### src/rtl/tdmc_pkg.sv
// Shared definitions for the chained TDM output stage.
// Assumes: slot positions are counted from 0 at the first bit after frame start.
package tdmc_pkg;

    // Which source feeds the serial output for a given frame bit
    typedef enum logic [1:0] {
        SRC_LOCAL = 2'd0,
        SRC_FWD   = 2'd1,
        SRC_IDLE  = 2'd2
    } bit_src_e;

    // Classify a frame bit position into its output source
    function automatic bit_src_e classify_bit(input int unsigned pos,
                                              input int unsigned pair_bits,
                                              input int unsigned chain_bits);
        if (pos < pair_bits)
            return SRC_LOCAL;
        else if (pos < chain_bits)
            return SRC_FWD;
        else
            return SRC_IDLE;
    endfunction

endpackage

### src/rtl/tdmc_bit_counter.sv
// Frame bit position counter.
// Counts the frame bit being driven. It restarts at 0 on frame_sync and parks
// at IDLE_POS once the chain's share of the frame is used up.
// Assumes: frame_sync pulses are at least IDLE_POS clocks apart.
module tdmc_bit_counter #(
    parameter int IDLE_POS = 256,
    localparam int CNT_W   = $clog2(IDLE_POS + 1)
) (
    input  logic             clk,
    input  logic             rst_n,
    input  logic             frame_sync,
    output logic [CNT_W-1:0] pos_q,
    output logic [CNT_W-1:0] pos_next
);

    localparam logic [CNT_W-1:0] IDLE_V = CNT_W'(IDLE_POS);

    // Next bit position: restart, hold when parked, else advance
    always_comb begin
        if (frame_sync)
            pos_next = '0;
        else if (pos_q == IDLE_V)
            pos_next = IDLE_V;
        else
            pos_next = pos_q + CNT_W'(1);
    end

    // Position register, parked at idle out of reset
    always_ff @(posedge clk) begin
        if (!rst_n)
            pos_q <= IDLE_V;
        else
            pos_q <= pos_next;
    end


    frame_len_chk: assert property (@(posedge clk) disable iff (!rst_n)
        frame_sync |-> (pos_q >= IDLE_V - CNT_W'(1)));


    idle_hold_chk: assert property (@(posedge clk) disable iff (!rst_n)
        (pos_q == IDLE_V && !frame_sync) |=> (pos_q == IDLE_V));

endmodule

### src/rtl/tdmc_pair_shifter.sv
// Local slot-pair shifter.
// Loads both samples, left-aligned and zero-padded into their slots, on load.
// It then shifts one bit per clock. msb_load gives the first bit in the load
// cycle itself.
// Assumes: WORD_W <= SLOT_W.
module tdmc_pair_shifter #(
    parameter int WORD_W = 24,
    parameter int SLOT_W = 32,
    localparam int PAIR_W = 2 * SLOT_W,
    localparam int PAD_W  = SLOT_W - WORD_W
) (
    input  logic              clk,
    input  logic              rst_n,
    input  logic              load,
    input  logic [WORD_W-1:0] left_word,
    input  logic [WORD_W-1:0] right_word,
    output logic              msb_load,
    output logic              msb_now
);

    logic [PAIR_W-1:0] pair_img;
    logic [PAIR_W-1:0] shreg;

    // Build the padded two-slot image from the samples
    always_comb begin
        pair_img = (PAIR_W'(left_word) << (SLOT_W + PAD_W))
                 | (PAIR_W'(right_word) << PAD_W);
    end

    // Load the image already advanced by one bit, otherwise keep shifting
    always_ff @(posedge clk) begin
        if (!rst_n)
            shreg <= '0;
        else if (load)
            shreg <= pair_img << 1;
        else
            shreg <= shreg << 1;
    end

    assign msb_load = left_word[WORD_W-1];
    assign msb_now  = shreg[PAIR_W-1];

    generate
        if (PAD_W > 0) begin : g_pad_chk

            pad_zero_chk: assert property (@(posedge clk) disable iff (!rst_n)
                load |=> (shreg[PAD_W:0] == '0));
        end
    endgenerate

endmodule

### src/rtl/tdmc_delay_line.sv
// Fixed serial delay line.
// dout is din as it was DEPTH clocks earlier.
// Assumes: DEPTH >= 1.
module tdmc_delay_line #(
    parameter int DEPTH = 63
) (
    input  logic clk,
    input  logic rst_n,
    input  logic din,
    output logic dout
);

    logic [DEPTH-1:0] taps;

    generate
        if (DEPTH == 1) begin : g_one
            // Single-stage delay
            always_ff @(posedge clk) begin
                if (!rst_n)
                    taps <= '0;
                else
                    taps <= din;
            end
        end else begin : g_many
            // Shift the input into the tap chain
            always_ff @(posedge clk) begin
                if (!rst_n)
                    taps <= '0;
                else
                    taps <= {taps[DEPTH-2:0], din};
            end
        end
    endgenerate

    assign dout = taps[DEPTH-1];

endmodule

### src/rtl/tdm_chain_out.sv
// Chained TDM serial output stage.
// Each frame it sends the local stereo pair in the first two slots. It then
// forwards the upstream serial stream delayed by two slots, and drives zero
// after 2*N_DEV slots until the next frame_sync.
// Assumes: clk is the bit clock; frame_sync is a one-cycle pulse with spacing
// of at least 2*SLOT_W*N_DEV clocks; WORD_W <= SLOT_W; 1 <= N_DEV <= 8.
module tdm_chain_out #(
    parameter int WORD_W = 24,
    parameter int SLOT_W = 32,
    parameter int N_DEV  = 4
) (
    input  logic              clk,
    input  logic              rst_n,
    input  logic              frame_sync,
    input  logic [WORD_W-1:0] left_sample,
    input  logic [WORD_W-1:0] right_sample,
    input  logic              tdm_in,
    output logic              sdata
);
    import tdmc_pkg::*;

    localparam int PAIR_BITS  = 2 * SLOT_W;
    localparam int CHAIN_BITS = PAIR_BITS * N_DEV;
    localparam int CNT_W      = $clog2(CHAIN_BITS + 1);

    logic [CNT_W-1:0] pos_q;
    logic [CNT_W-1:0] pos_next;
    logic             msb_load;
    logic             msb_now;
    logic             fwd_bit;
    bit_src_e         src_sel;
    logic             sdata_d;

    tdmc_bit_counter #(.IDLE_POS(CHAIN_BITS)) u_cnt (
        .clk        (clk),
        .rst_n      (rst_n),
        .frame_sync (frame_sync),
        .pos_q      (pos_q),
        .pos_next   (pos_next)
    );

    tdmc_pair_shifter #(.WORD_W(WORD_W), .SLOT_W(SLOT_W)) u_pair (
        .clk        (clk),
        .rst_n      (rst_n),
        .load       (frame_sync),
        .left_word  (left_sample),
        .right_word (right_sample),
        .msb_load   (msb_load),
        .msb_now    (msb_now)
    );

    generate
        if (N_DEV > 1) begin : g_fwd
            // The registered output adds one clock, so the taps hold one less
            tdmc_delay_line #(.DEPTH(PAIR_BITS - 1)) u_dly (
                .clk   (clk),
                .rst_n (rst_n),
                .din   (tdm_in),
                .dout  (fwd_bit)
            );
        end else begin : g_nofwd
            assign fwd_bit = 1'b0;
        end
    endgenerate

    // Pick the source for the bit about to be driven
    always_comb begin
        src_sel = classify_bit(int'(pos_next), PAIR_BITS, CHAIN_BITS);
        case (src_sel)
            SRC_LOCAL: sdata_d = frame_sync ? msb_load : msb_now;
            SRC_FWD:   sdata_d = fwd_bit;
            default:   sdata_d = 1'b0;
        endcase
    end

    // Output register
    always_ff @(posedge clk) begin
        if (!rst_n)
            sdata <= 1'b0;
        else
            sdata <= sdata_d;
    end


    reset_quiet_chk: assert property (@(posedge clk) disable iff (!rst_n)
        !$past(rst_n) |-> !sdata);


    idle_zero_chk: assert property (@(posedge clk) disable iff (!rst_n)
        (pos_q >= CNT_W'(CHAIN_BITS)) |-> !sdata);


    msb_first_chk: assert property (@(posedge clk) disable iff (!rst_n)
        ($past(rst_n) && $past(frame_sync)) |-> (sdata == $past(left_sample[WORD_W-1])));

endmodule

### config.mk
export PLATFORM = sky130hd
export DESIGN_NAME = tdm_chain_out
export DESIGN_NICKNAME = d
export VERILOG_FILES = /design/src/rtl/tdmc_pkg.sv /design/src/rtl/tdmc_bit_counter.sv /design/src/rtl/tdmc_pair_shifter.sv /design/src/rtl/tdmc_delay_line.sv /design/src/rtl/tdm_chain_out.sv
export SDC_FILE = /design/constraint.sdc
export NUM_CORES = 1
export LEC_CHECK = 0
export BUFFER_PORTS_ARGS = -buffer_cell sky130_fd_sc_hd__buf_2
export CAP_MARGIN = 10
export CORE_MARGIN = 2
export CORE_UTILIZATION = 56
export CTS_CLUSTER_DIAMETER = 150
export DETAILED_ROUTE_END_ITERATION = 10
export PLACE_DENSITY = 0.87
export SYNTH_ARGS = -nofsm -noshare
export SYNTH_HDL_FRONTEND = slang
export SYNTH_SLANG_ARGS = --single-unit
export TNS_END_PERCENT = 50
### constraint.sdc
create_clock -name clk -period 2.26 [get_ports clk]
set_clock_uncertainty 0.05 [all_clocks]
set_input_delay 0.452 -clock clk [delete_from_list [all_inputs] [get_ports clk]]
set_output_delay 0.452 -clock clk [all_outputs]
set_load 0.01 [all_outputs]
# [After elaboration in Yosys (flattened, before gate mapping)]
# Index checks and enable logic that the tools add are counted.
[word_totals] register_bits=137 out_inout_bits=1 wordCells=18
[classes] n_lt_le_gt_ge=2 n_addsub=1 reduce_logical=1 n_mux=7 eq_ne=2 bitwise_logic=1
[op_table] operator="two-way mux 64 bit" n=1
[op_table] operator="bitwise OR 63 x 32 -> 63 bit" n=1
[op_table] operator="two-way mux 9 bit" n=2
[op_table] operator="adder 9 x 1 -> 9 bit, second input constant" n=1
[op_table] operator="equality test 9 bit, second input constant" n=1
[op_table] operator="< comparator 9 x 7 -> 1 bit, second input constant" n=1
[op_table] operator="< comparator 9 bit, second input constant" n=1
[op_table] operator="two-way mux 2 bit" n=2
[op_table] operator="equality test 2 x 1 -> 1 bit, second input constant" n=1
[op_table] operator="logical NOT 2 bit" n=1
[op_table] operator="case mux 1 bit (2 select lines)" n=1
[op_table] operator="two-way mux 1 bit" n=1

# [Longest topological paths before layout]
# Gate-level depths: netlist of run 1.
[logic_depth] depth_word=8 depth_mapped=6 mapped_depth_nobuf=6

# [Cells and area by module]
# From an unflattened synthesis of run 1, not the netlist that was laid out.
[unflattened] hier_cells=364 area_unflattened_um2=4310.4
[modules_own_cells] mod="tdmc_pair_shifter" seq_area_each_um2=1101.1 area_each_um2=2019.4 n_inst=1 cells_per_inst=169
[modules_own_cells] mod="tdmc_delay_line" seq_area_each_um2=1261.2 area_each_um2=1764.2 n_inst=1 cells_per_inst=132
[modules_own_cells] mod="tdmc_bit_counter" seq_area_each_um2=180.2 area_each_um2=471.7 n_inst=1 cells_per_inst=58
[modules_own_cells] mod="tdm_chain_out" seq_area_each_um2=20.0 area_each_um2=55.1 n_inst=1 cells_per_inst=5

# [Worst setup path after synthesis of run 1]
# OpenSTA, ideal clock, no wires.
[synth_path] path_type="flip-flop to flip-flop" from="register u_cnt.pos_q[0]" to="register sdata" required_time_ps=2138 path_stages_with_launch=7 path_slack_ps=633 n_path_buf=1 arrival_time_ps=1505 cell_sequence="dfxtp_1 ha_1 and3_1 buf_6 o211a_1 a2111oi_2 mux2i_1"
[synth_via] elab_chain_len=8
[synth_lines] element="from (decl)" line_no="tdmc_bit_counter.sv:12" rtl="output logic [CNT_W-1:0] pos_q,"
[synth_lines] element="from (signal assigned)" line_no="tdmc_bit_counter.sv:33" rtl="pos_q <= pos_next;"
[synth_lines] element="adder 9 x 1 -> 9 bit or equality test 9 bit (tied branches)" line_no="tdmc_bit_counter.sv:25, tdmc_bit_counter.sv:22"
[synth_lines] element="two-way mux 9 bit (*)" line_no="tdmc_bit_counter.sv:22" rtl="else if (pos_q == IDLE_V)"
[synth_lines] element="two-way mux 9 bit (*)" line_no="tdmc_bit_counter.sv:20" rtl="if (frame_sync)"
[synth_lines] element="< comparator 9 bit" line_no="tdmc_pkg.sv:18" rtl="else if (pos < chain_bits)"
[synth_lines] element="two-way mux 2 bit" line_no="tdmc_pkg.sv:18"
[synth_lines] element="two-way mux 2 bit (*)" line_no="tdmc_pkg.sv:16" rtl="if (pos < pair_bits)"
[synth_lines] element="equality test 2 x 1 -> 1 bit or logical NOT 2 bit (tied branches)" line_no="tdm_chain_out.sv:69" rtl="case (src_sel)"
[synth_lines] element="case mux 1 bit (2 select lines) (*)" line_no="tdm_chain_out.sv:69"
[synth_lines] element="to (signal assigned)" line_no="tdm_chain_out.sv:81" rtl="sdata <= sdata_d;"
[synth_lines] element="to (decl)" line_no="tdm_chain_out.sv:18" rtl="output logic sdata"
# Mark *: on every way between the ends. The rest lies on a longest branch, timed or not.
# A chain may end at the register's enable or synchronous reset.

# [Final worst setup path of run 1]
# Same ends and word-level chain as after synthesis.

==> impl_metrics.ini, run 1 <==
[clock_network]
worstSkewPairLatency_ns = 0.49
clk_pin_slew_ns = 0.06
cts_tree = yes
cts_sinks = 128
clock_path_buffers = 2
postCtsSetupBuffers = 0
cts_hold_buffers = 0
htree_num_levels = 4
cts_resized = 0
root_buffer = clkbuf_8
cts-buffers-inserted = 17

[setup_path]
crit_type = reg2reg
crit_arrival_ns = 2.17
path_max_fanout = 7
end_kind = register
worst_setup_path_start_kind = register
worst_ep_required_time_ns = 2.63

[synth]
ys_ff_latch = 128
syn_inst = 356
ys_types = 25
synth_area_leader_cell = dfxtp_1
yosys.area_share.simple_pct = 20.8
synth_xor_area_share_pct = 1.26
synth_top_family_by_area = simple AND/OR/NAND/NOR gates
yosysTopAreaCellShare_pct = 61.4
synthTopCellsByArea = dfxtp_1 (61%), mux2i_1 (11%), and2_1 (11%)
synth-compound-area-share_pct = 1.26
seq_area_frac_synth_pct = 61.4
synthMuxAreaShare_pct = 11.5
synth_area_per_cell_um2 = 11.7
yosys_warnings = 0
synth-adder-area-share_pct = 0.600
syn-cell-area_mm2 = 0.00417
synth_nets = 410

[power]
peakVddDrop_mv = 0.621
power_density_mw_per_mm2 = 989
p_leak_nw = 2.20

[status]
status = complete, no violations

[cells_and_area]
final_area_mm2 = 0.00502
drive_gt1_share_pct = 20.4
area_growth_pct = 20.4
final_cell_mix = dfxtp_1 (128), and2_1 (71), buf_2 (52), nor2b_1 (47), mux2i_1 (47)
layout_commonest_cell = dfxtp_1
fin_nets = 464
antennaDiodeCount = 0
fin_cells = 521

[global_route]
grt_pass1_vias = 2427
grt_first_pass_wirelength_um = 10900
overflow = 0
grtUsageTotal_pct = 17.1
antenna_found_initial = 0
grt_max_degree = 84

[timing]
relSlewSlack_pct = 63.1
finalSetupViolCount = 0
final.setup.tns_ns = 0
fmax_ghz = 0.554
post-route-min-period_ns = 1.81
rsz0062_at_grt = no
drv_slew = 0
tightest_slew_ns = 0.553
period_share_pct = 79.9
finalHoldViolCount = 0

[worst_hold_path]
hp-class = in2reg

[placed_design]
portBuffers = 52
placed_cells = 490
place_area_mm2 = 0.00448
gp_congestion = 0.743
dp_hpwl_um = 3790

[detailed_routing]
drt-pass1-iter-count = 4
via_per_inst = 4.66
wl_per_cell_um = 12.2
drtIter0Drc = 71
ant_nets = 0
via_count = 2429
wl_um = 6370
drcViolationCount = 0

[floorplan]
die_y_um = 90.3
die_width_um = 90.3
start_util_pct = 57.5
rows = 31
core-area_mm2 = 0.00725
io_pins = 53
die_area_mm2 = 0.00816

[flow_run]
cap_violations = 0
==> path summary, 6_finish.rpt <==
check                                           end             start  depth (start not counted)  slack [ns]
worst max-delay path                          sdata    u_cnt.pos_q[0]                          5        0.45
worst min-delay path            g_fwd.u_dly.taps[0]            tdm_in                          2        0.11
worst max register to register                sdata    u_cnt.pos_q[0]                          5        0.45
worst min register to register     u_pair.shreg[37]  u_pair.shreg[36]                          1        0.37
==> sequential cells by signal, indices dropped and copies added (netlist names) <==
signal	flops
g_fwd.u_dly.taps	63
u_pair.shreg	55
u_cnt.pos_q	9
sdata	1
==> worst max-delay path: stages, from the launching register on <==
cell and delay (ns):
dfxtp_1 0.39, ha_1 0.20, and3_1 0.30, a41oi_1 0.17
a2111oi_2 0.39, mux2i_1 0.23
==> synth_stat cells (all sizes together) <==
library cell / number
ha: 2
nor2: 9
xor2: 2
and2: 71
nand2: 2
and2b: 1
nor2b: 47
clkbuf: 11
nand4: 4
xnor2: 4
a311o: 1
mux2i: 47
a311oi: 1
a2111oi: 1
o211a: 1
nand3: 3
inv: 4
buf: 9
mux2: 1
dfxtp: 128
and3: 4
a41oi: 1
nor4b: 2
==> stage by stage <==
step           setup slack [ns]  utilization (%)  total power, W  hold WS (ns)
6_report                  0.454             69.3         0.00497         0.112
3_5_place_dp              0.471             61.7         0.00258         0.362
4_1_cts                   0.451             69.3         0.00503        0.0866
5_1_grt                   0.319             69.3         0.00516        0.0922
2_1_floorplan             0.633                -         0.00251         0.356
3_3_place_gp              0.553             61.7         0.00257         0.359
==> power by group <==
| group | internal [W] | total (W) | switching (W) |
|---|---|---|---|
| clock | 0.00153 | 0.00244 | 0.000903 |
| sequential | 0.00231 | 0.00233 | 0.0000160 |
| combinational | 0.000107 | 0.000203 | 0.0000965 |
==> area by class of cell <==
| cell class | instances | area (um2) |
|---|---|---|
| well taps | 99 | 124 |
| clock buffers | 22 | 463 |
| fillers | 521 | 2230 |
| inverters | 4 | 15.0 |
| clock inverters | 9 | 83.8 |
| multi-input cells | 204 | 1480 |
| flip-flops and latches | 128 | 2560 |
| repair buffers | 55 | 295 |
==> metal layers <==
metal	routed length [um]	up-vias	share of wire [%]	global-route usage [%]
met3	231	9	3.6	6.26
met5	0	-	0	0
met1	2990	1124	47	21.4
li1	-	1253	-	-
met4	119	0	1.9	8.46
met2	3030	43	48	26.3
==> cell families after synthesis <==
family,after synthesis
AO/OA/AOI/OAI,5
multiplexers,48
AND/OR/NAND/NOR,143
buffers and inverters,24
flip-flops,128
XOR/XNOR,6
adder cells (fa/ha/maj),2
(Power assumes the default switching activity.)
==> run 2, diff against run 1 <==
- ABC_AREA: default -> 1
- clock period: 2.26 -> 1.8 ns (I/O delays scaled with it)
==> impl_metrics.ini, run 2 <==
[status]
status = complete, no violations

[synth]
synthArstFlopShare_pct = 0
synth_area_leader_cell = dfxtp_1
synth-edff-count = 0
synthTopCellsByArea = dfxtp_1 (62%), nand2_1 (15%), inv_1 (7.5%)
synth_area_per_cell_um2 = 8.26
yosysMostFrequentCell = nand2_1
syn_inst = 500
ys_ff_latch = 128
ys_types = 22
synth-main-ff-cell = dfxtp_1
seq_area_frac_synth_pct = 62.1
syn-cell-area_mm2 = 0.00413
yosys_warnings = 0
yosys-top-cells-count = nand2_1 (170), dfxtp_1 (128), inv_1 (82)
synth_nets = 554
yosysTopAreaCellShare_pct = 62.1

[flow_run]
cap_violations = 0

[placed_design]
portBuffers = 52
dp_hpwl_um = 4480
gp_congestion = 0.861

[timing]
fmax_ghz = 0.638
hold_slack_ns = 0.0226
relSlewSlack_pct = 69.9
period_share_pct = 87.1
drv_slew = 0
finalHoldViolCount = 0
finalSetupViolCount = 0
rsz0062_at_grt = no
tightest_slew_ns = 0.452
final.setup.tns_ns = 0
post-route-min-period_ns = 1.57

[detailed_routing]
met2_length_um = 3780
drcViolationCount = 0
wl_per_cell_um = 11.6
via_per_inst = 4.67
drtIter0Drc = 217
via_count = 3104
drt-pass1-iter-count = 4
ant_nets = 0
top_layer = met4
wl_met1_um = 3300
met3WireLength_um = 426
wl_um = 7680

[setup_path]
path_buf_inv = 0
crit_type = reg2reg
slowest_delay_ns = 0.36
worst_ep_required_time_ns = 2.15
cp.depth = 8
crit_chain = ha_1 -> nand3_1 -> nor2_1 -> nand2_1 -> nand2_2 -> nand2_2 -> a21oi_1 -> nor2_1
reg2regPathDepth = 8
end_kind = register
cp_slowest_cell = dfxtp_1
crit_arrival_ns = 1.92
worst_setup_path_start_kind = register
cp_top_family = simple AND/OR/NAND/NOR gates
path_max_fanout = 3

[cells_and_area]
top_register = g_fwd.u_dly.taps
antennaDiodeCount = 0
layout_commonest_cell = nand2_1
fin_nets = 607
drive_gt1_share_pct = 17.8
largest_reg_flops = 63
final_cell_mix = nand2_1 (170), dfxtp_1 (128), inv_1 (82), buf_2 (52), nand3_1 (50)
reg_top3 = g_fwd.u_dly.taps x63, u_pair.shreg x55, u_cnt.pos_q x9
area_growth_pct = 21.6

[power]
pwr-share-seq_pct = 46.2
intPower_w = 0.00497
p_clk_share_pct = 50.1
comb_power_share_pct = 3.7
power_density_mw_per_mm2 = 1260
p_sw_w = 0.00136
p_leak_nw = 2.74
p_sw_share_pct = 21.5
peakVddDrop_mv = 1.00

[clock_network]
htree_num_levels = 4
worstSkewPairLatency_ns = 0.51
cts_tree = yes
root_buffer = clkbuf_8
cts_resized = 0
cts-buffers-inserted = 17
cts_sinks = 128
clock_path_buffers = 2
clk_pin_slew_ns = 0.06

[floorplan]
rows = 31
die_width_um = 89.9
core-area_mm2 = 0.00718
start_util_pct = 57.5
die_area_mm2 = 0.00807
io_pins = 53
die_y_um = 89.9

[global_route]
grt_first_pass_wirelength_um = 13300
overflow = 0
grt_pass1_vias = 3083
antenna_found_initial = 0
grtUsageTotal_pct = 20.5
grt_max_degree = 111

[worst_hold_path]
whs_path_depth = 3
hp-class = in2reg
## run 2: cell count changes in the layout (fill, tap and decap cells not counted), sizes merged, moves of 3 or more
cell and change:
nor2b -47, nand2 +174, nand3 +48, and3 -3, inv +82, nand4 -4, nor2 +16, and2 -71
xnor2 -3, mux2i -47
## run 2: layout make-up
type | instances | area (um2)
Inverter | 85 | 319
Clock inverter | 12 | 136
Fill cell | 514 | 2160
Multi-Input combinational cell | 264 | 1140
Sequential cell | 128 | 2560
Clock buffer | 20 | 425
Timing Repair Buffer | 57 | 313
Tap cell | 99 | 124
## run 2: kinds of logic (layout without fill, tap and decap cells)
| logic type | Yosys count | in the layout | share of synthesized area [%] |
|---|---|---|---|
| buf+inv | 108 | 174 | 10.4 |
| fa+ha+maj | 2 | 2 | 0.606 |
| simple gates | 255 | 255 | 25.6 |
| xor+xnor | 4 | 4 | 0.849 |
| flops | 128 | 128 | 62.1 |
| compound gates | 3 | 3 | 0.454 |
## run 2: worst paths after layout
check	start	to	slack (ns)
worst max-delay path	u_cnt.pos_q[1]	sdata	0.23
worst min-delay path	left_sample[5]	u_pair.shreg[46]	0.02
worst max register to register	u_cnt.pos_q[1]	sdata	0.23
worst min register to register	u_pair.shreg[37]	u_pair.shreg[38]	0.36
## run 2: worst reg2reg max path, stage by stage, from the launching register on
cell	delay [ns]
dfxtp_1	0.36
ha_1	0.23
nand3_1	0.18
nor2_1	0.15
nand2_1	0.09
nand2_2	0.10
nand2_2	0.08
a21oi_1	0.16
nor2_1	0.06
## run 2: stage by stage
stage	cells	util, %	area, um2	power [W]	setup WS, ns
after floorplan	500	-	4130	0.00312	0.509
after global placement	632	62.0	4450	0.00320	0.449
after detailed placement	632	62.0	4450	0.00321	0.338
after CTS	665	69.9	5020	0.00639	0.249
after global routing	665	69.9	5020	0.00657	0.117
final	665	69.9	5020	0.00633	0.232
## run 2: power groups by stage
stage                     sequential [W]  combinational (W)  clock [W]
after floorplan                  0.00298           0.000141          0
after global routing             0.00293           0.000259    0.00338
after detailed placement         0.00298           0.000223          0
after CTS                        0.00292           0.000232    0.00323
final                            0.00292           0.000231    0.00317
after global placement           0.00298           0.000215          0
## run 2: layer usage
metal	vias up	track usage (%)
li1	1583	-
met4	0	9.74
met1	1408	23.9
met3	21	6.87
met2	92	34.2
met5	-	0
## run 2: timing repair
item / 4_1_cts / 5_1_grt
hold buffers: 1 / 0
hold endpoints to repair: 1 / 0
buffers inserted: 0 / 0
